[config.mk]
export PLATFORM = sky130hd
export DESIGN_NAME = serload_decode
export DESIGN_NICKNAME = d
export VERILOG_FILES = /design/src/rtl/sld_pkg.sv /design/src/rtl/sld_sync.sv /design/src/rtl/sld_rise.sv /design/src/rtl/sld_shift_reg.sv /design/src/rtl/sld_latch_bank.sv /design/src/rtl/serload_decode.sv
export SDC_FILE = /design/constraint.sdc
export NUM_CORES = 1
export LEC_CHECK = 0
export BUFFER_PORTS_ARGS = -buffer_cell sky130_fd_sc_hd__buf_2
export CORE_UTILIZATION = 30
export DETAILED_ROUTE_END_ITERATION = 12
export GPL_TIMING_DRIVEN = 0
export PLACE_DENSITY_LB_ADDON = 0.05
export SETUP_SLACK_MARGIN = 0.4
export SLEW_MARGIN = 25
export SYNTH_ARGS = -nofsm -noshare
export SYNTH_HDL_FRONTEND = slang
export SYNTH_HIERARCHICAL = 1
export SYNTH_SLANG_ARGS = --single-unit
[constraint.sdc]
create_clock -name clk -period 2 [get_ports clk]
set_input_delay 0.2 -clock clk [delete_from_list [all_inputs] [get_ports clk]]
set_output_delay 0.2 -clock clk [all_outputs]
set_load 0.02 [all_outputs]
[src/rtl/sld_pkg.sv]
package sld_pkg;
  localparam int SLD_WORD_W = 22;
  localparam int SLD_CTRL_W = 2;
  localparam int SLD_RDIV_W = 14;
  localparam int SLD_SYNC_N = 2;

  typedef enum logic [1:0] {
    DST_A_REF = 2'd0,
    DST_A_FB  = 2'd1,
    DST_B_REF = 2'd2,
    DST_B_FB  = 2'd3
  } dest_e;
endpackage

[src/rtl/sld_sync.sv]
module sld_sync #(
  parameter int W      = 3,
  parameter int STAGES = 2
) (
  input  logic         clk,
  input  logic         rst_n,
  input  logic [W-1:0] din,
  output logic [W-1:0] dout
);
  for (genvar g = 0; g < W; g++) begin : g_bit
    logic [STAGES-1:0] chain;
    always_ff @(posedge clk or negedge rst_n) begin
      if (!rst_n) chain <= '0;
      else        chain <= {chain[STAGES-2:0], din[g]};
    end
    assign dout[g] = chain[STAGES-1];
  end
endmodule

[src/rtl/sld_rise.sv]
module sld_rise #(
  parameter int W = 2
) (
  input  logic         clk,
  input  logic         rst_n,
  input  logic [W-1:0] lvl,
  output logic [W-1:0] rise
);
  logic [W-1:0] prev;
  always_ff @(posedge clk or negedge rst_n) begin
    if (!rst_n) prev <= '0;
    else        prev <= lvl;
  end
  for (genvar g = 0; g < W; g++) begin : g_det
    assign rise[g] = lvl[g] & ~prev[g];
  end
endmodule

[src/rtl/sld_shift_reg.sv]
module sld_shift_reg #(
  parameter int WORD_W = 22
) (
  input  logic              clk,
  input  logic              rst_n,
  input  logic              shift_en,
  input  logic              din,
  output logic [WORD_W-1:0] word
);
  always_ff @(posedge clk or negedge rst_n) begin
    if (!rst_n)        word <= '0;
    else if (shift_en) word <= {word[WORD_W-2:0], din};
  end
endmodule

[src/rtl/sld_latch_bank.sv]
module sld_latch_bank #(
  parameter int WORD_W = 22,
  parameter int CTRL_W = 2,
  localparam int PAY_W = WORD_W - CTRL_W,
  localparam int NLAT  = 1 << CTRL_W
) (
  input  logic                       clk,
  input  logic                       rst_n,
  input  logic                       load,
  input  logic [WORD_W-1:0]          word,
  output logic [NLAT-1:0][PAY_W-1:0] lat,
  output logic [NLAT-1:0]            written,
  output logic                       upd_valid,
  output logic [CTRL_W-1:0]          upd_idx
);
  function automatic logic [PAY_W-1:0] f_payload(input logic [WORD_W-1:0] w);
    return w[WORD_W-1:CTRL_W];
  endfunction

  function automatic logic [CTRL_W-1:0] f_dest(input logic [WORD_W-1:0] w);
    return w[CTRL_W-1:0];
  endfunction

  logic [CTRL_W-1:0] dest;
  logic [PAY_W-1:0]  payload;
  assign dest    = f_dest(word);
  assign payload = f_payload(word);

  for (genvar i = 0; i < NLAT; i++) begin : g_lat
    logic hit;
    assign hit = load && (dest == CTRL_W'(i));
    always_ff @(posedge clk or negedge rst_n) begin
      if (!rst_n) begin
        lat[i]     <= '0;
        written[i] <= 1'b0;
      end else if (hit) begin
        lat[i]     <= payload;
        written[i] <= 1'b1;
      end
    end
  end

  always_ff @(posedge clk or negedge rst_n) begin
    if (!rst_n) begin
      upd_valid <= 1'b0;
      upd_idx   <= '0;
    end else begin
      upd_valid <= load;
      if (load) upd_idx <= dest;
    end
  end
endmodule

[src/rtl/serload_decode.sv]
module serload_decode
  import sld_pkg::*;
#(
  parameter int WORD_W = SLD_WORD_W,
  parameter int CTRL_W = SLD_CTRL_W,
  parameter int RDIV_W = SLD_RDIV_W,
  parameter int SYNC_N = SLD_SYNC_N,
  localparam int PAY_W = WORD_W - CTRL_W,
  localparam int NLAT  = 1 << CTRL_W
) (
  input  logic              clk,
  input  logic              rst_n,
  input  logic              ser_clk,
  input  logic              ser_data,
  input  logic              ser_le,
  output logic [PAY_W-1:0]  a_ref_q,
  output logic [PAY_W-1:0]  a_fb_q,
  output logic [PAY_W-1:0]  b_ref_q,
  output logic [PAY_W-1:0]  b_fb_q,
  output logic [RDIV_W-1:0] a_rdiv,
  output logic [RDIV_W-1:0] b_rdiv,
  output logic              all_loaded,
  output logic              upd_valid,
  output logic [CTRL_W-1:0] upd_idx
);
  localparam int IDX_A_REF = int'(DST_A_REF);
  localparam int IDX_A_FB  = int'(DST_A_FB);
  localparam int IDX_B_REF = int'(DST_B_REF);
  localparam int IDX_B_FB  = int'(DST_B_FB);

  function automatic logic [RDIV_W-1:0] f_rdiv(input logic [PAY_W-1:0] p);
    return p[RDIV_W-1:0];
  endfunction

  logic [2:0] lvl;
  logic [1:0] rise;
  logic       sclk_rise;
  logic       le_rise;
  logic       data_s;
  logic [WORD_W-1:0]          shift_word;
  logic [NLAT-1:0][PAY_W-1:0] lat;
  logic [NLAT-1:0]            written;

  sld_sync #(.W(3), .STAGES(SYNC_N)) u_sync (
    .clk (clk),
    .rst_n (rst_n),
    .din ({ser_le, ser_data, ser_clk}),
    .dout(lvl)
  );

  sld_rise #(.W(2)) u_rise (
    .clk (clk),
    .rst_n(rst_n),
    .lvl ({lvl[2], lvl[0]}),
    .rise(rise)
  );

  assign sclk_rise = rise[0];
  assign le_rise   = rise[1];
  assign data_s    = lvl[1];

  sld_shift_reg #(.WORD_W(WORD_W)) u_shift (
    .clk     (clk),
    .rst_n   (rst_n),
    .shift_en(sclk_rise),
    .din     (data_s),
    .word    (shift_word)
  );

  sld_latch_bank #(.WORD_W(WORD_W), .CTRL_W(CTRL_W)) u_bank (
    .clk      (clk),
    .rst_n    (rst_n),
    .load     (le_rise),
    .word     (shift_word),
    .lat      (lat),
    .written  (written),
    .upd_valid(upd_valid),
    .upd_idx  (upd_idx)
  );

  assign a_ref_q    = lat[IDX_A_REF];
  assign a_fb_q     = lat[IDX_A_FB];
  assign b_ref_q    = lat[IDX_B_REF];
  assign b_fb_q     = lat[IDX_B_FB];
  assign a_rdiv     = f_rdiv(lat[IDX_A_REF]);
  assign b_rdiv     = f_rdiv(lat[IDX_B_REF]);
  assign all_loaded = &written;
endmodule

==> results.txt <==
----------------------------------------------------
[Outcome]
  Run status ... finished, final reports clean

[CTS]
  Clock sinks ... approximately 120
  Number of H-tree branching levels ... 4
  Buffer cell driving the clock tree root ... clkbuf_16
  Clock tree from TritonCTS ... built
  Later-pin clock latency in the skew report ... 0.41 ns
  Max Buffers Root-to-Sink ... 2
  Total CTS buffers ... 17
  Clock-pin slew on the worst setup and hold paths ... 0.05 ns

[Critical path]
  R2R Path Start ... u_sync/g_bit[2].chain[1]
  Crit path capture ... u_bank/lat[38]
  Critical path's slowest cell ... dfrtp_1
  Internal reg-to-reg setup slack ... 0.39 ns
  Crit-path cells ... buf_4 -> nor2b_4 -> buf_4 -> nand3b_1 -> buf_6 -> buf_6 -> mux2_2
  Data arrival time of the critical path ... 1.90 ns
  Capturing element type of the critical path ... flop
  CP max stage delay ... 0.36 ns
  Worst Setup Start Kind ... flop
  Capturing point of the worst reg2reg path ... u_bank/lat[38]
  Required time at the worst-slack endpoint ... about 2.3 ns
  Kind of critical path ... flop to flop
  Worst setup startpoint ... u_sync/g_bit[2].chain[1]
  Worst reg-to-reg path cell count ... 7
  Maximum net fanout on the critical path ... 5

[Die]
  Die Footprint ... 15,500 um^2
  Die outline height ... 125 um
  FP Rows ... 44
  I/O pin count ... 117
  Initial Utilization ... 0.309
  Horizontal extent of the die ... 125 um
  Area of the core ... 14,600 um^2

[Synthesis]
  Area share of the largest cell type after synthesis ... 0.649
  Synthesized netlist net count ... roughly 280
  Cell Area, Synth ... 4510 um^2
  Post-synth top area cell ... dfrtp_1
  Portion of the post-synthesis area used by sequential elements ... 0.649
  Distinct cells, synth ... 13
  Warnings from Yosys ... 6
  Seq cells post-synth ... roughly 120
  Most area-consuming cells after synthesis ... dfrtp_1, mux2_2, buf_4
  Post-Syn Area per Cell ... 16.5 um^2
  Gate Count Post-Synth ... 273

[GRT]
  Overflow after GRT ... 0
  Global router's overall resource usage ... 0.133
  Global-route wire length before repair ... between 15,000 and 20,000 um
  Vias in the first global route ... around 2,700
  Antenna violations before repair ... 0
  Largest net degree at the start of global routing ... 61

[Detailed routing]
  Detailed-route DRC error count ... 0
  Average wire per standard cell ... 15.4 um
  Wire length after detailed routing ... 9660 um
  DRT iter0 DRCs ... 79
  Via count ... between 2,000 and 3,000
  Post-DR vias/cell ... 4.23
  Detailed-routing iteration count for the pre-antenna-repair pass ... 4
  Post-route antenna net violation count ... 0

[STA]
  Final clock skew ... around 0.005 ns
  Total negative slack ... 0 ns
  Max Clock Freq ... 0.619 GHz
  Final number of setup-violating endpoints ... 0
  Worst-case headroom to the max-slew limit ... 0.679
  Worst-margin pin slew ... about 0.48 ns
  Unrepaired setup endpoints after global routing ... yes
  Period utilization ... 0.807
  Max-slew violation count ... 0
  Final Critical Period ... 1.61 ns
  Hold Violations, Final ... 0

[Power and ir drop]
  Static Leakage ... 0.00329 uW
  Largest vdd supply drop ... between 0.0004 and 0.0005 V
  Areal power density over the cells ... approximately 1500 nW/um^2
  Final total power ... around 9000 uW

[Finish]
  Fin nets ... 434
  Layout cells sized above 1 ... 0.708
  Fillcell total ... 1,381
  Number of inserted diodes ... 0
  Area growth, synth to finish ... 36.7%
  Util after Layout ... 0.422

[Flow run]
  Max-capacitance violation count ... 0

[Hold path]
  Hold/Removal Path Class ... input pin to asynchronous set/reset pin

[Placed design]
  Last weighted congestion value of the routability-driven placer ... 0.605
  Buffers added on ports ... 116
  Estimated wirelength of the detail-placed design ... 6020 um

----------------------------------------------------
==> layout by cell type, fill, tap and decap left out <==
| master | n |
|---|---|
| dlygate4sd3_1 | 4 |
| and4_1 | 1 |
| nand3_1 | 1 |
| buf_6 | 11 |
| buf_16 | 1 |
| clkbuf_4 | 2 |
| buf_4 | 42 |
| nand3b_1 | 2 |
| clkbuf_16 | 17 |
| clkbuf_8 | 4 |
| dfrtp_1 | 117 |
| mux2_2 | 103 |
| buf_8 | 2 |
| mux2_1 | 1 |
| nor2b_4 | 2 |
| bufinv_16 | 2 |
| buf_12 | 1 |
| buf_2 | 115 |
| nand2b_1 | 3 |
| clkinv_2 | 9 |
| or2_2 | 1 |
| nor3b_4 | 1 |
==> power breakdown <==
part	leakage (uW)	switching (uW)	total [uW]	internal [uW]
combinational	0.00148	1420	2700	1280
sequential	0.00151	513	3510	2990
clock	0.000302	1020	2960	1940
total	0.00329	2960	9170	6210
==> repair_timing <==
action,CTS,global route
pin swaps,0,0
gates resized for setup,6,15
endpoints found under the hold margin,62,0
cloned,1,2
hold buffers,4,0
buffers inserted,7,6
setup endpoints to repair,35,77
==> cell usage after synthesis <==
library cell  instances
dfrtp_1             117
mux2_2              103
buf_4                37
nand2b_1              3
buf_2                 2
buf_6                 2
nand3b_1              2
nor2b_4               2
and4_1                1
mux2_1                1
nand3_1               1
nor3b_4               1
or2_2                 1
==> worst max-delay path: cells and delay by family, from the launching register on <==
family        cells  cell delay, ns
flops             1            0.36
mux               1            0.34
simple gates      2            0.27
buf+inv           4            0.53
==> worst min-delay path by stage <==
stage / end / slack [ns] / cells after the start
after floorplan: u_bank/lat[0] / -0.1 / 0
after global placement: u_sync/g_bit[1].chain[0] / 0.31 / 1
after detailed placement: u_bank/lat[0] / 0.18 / 1
after CTS: u_bank/lat[0] / 0.32 / 2
after global routing: u_bank/lat[0] / 0.34 / 2
final: u_bank/lat[0] / 0.32 / 2
==> stage by stage <==
step	cell area (um^2)	hold WS, ns	worst slack (ns)	cells
after detailed placement	5360	0.178	0.343	574
after global routing	6160	0.341	0.308	626
after floorplan	4510	-0.0956	0.551	273
after CTS	6060	0.325	0.363	618
after global placement	5320	0.308	-0.833	573
final	6160	0.315	0.385	626
==> flip-flops by register name (all words and copies together), names as in the netlist <==
signal              count
u_rise/prev             2
u_bank/lat             80
u_shift/word           22
u_sync/g_bit.chain      6
u_bank/upd_idx          2
u_bank/upd_valid        1
u_bank/written          4
==> routing by layer <==
layer / global-route usage / vias up / part of all wire
li1: - / 1237 / -
met2: 0.189 / 73 / 0.46
met1: 0.176 / 1325 / 0.47
met4: 0.0702 / 0 / 0.021
met3: 0.0481 / 15 / 0.051
met5: 0 / - / 0
==> layout make-up <==
| type | count | area [um^2] | share of cell area |
|---|---|---|---|
| plain buffers | 41 | 347 | 0.0562 |
| clock buffers | 21 | 480 | 0.0780 |
| clock inverters | 11 | 105 | 0.0171 |
| multi-input cells | 115 | 1270 | 0.206 |
| flip-flops and latches | 117 | 2930 | 0.475 |
| well taps | 184 | 230 | 0.0374 |
| repair buffers | 137 | 801 | 0.130 |
==> cell families after synthesis <==
| group | count (synthesis) | synth area share |
|---|---|---|
| flip-flops | 117 | 0.649 |
| multiplexers | 104 | 0.260 |
| buffers and inverters | 41 | 0.0688 |
| AND/OR/NAND/NOR | 11 | 0.0222 |
(Power assumes the default switching activity.)
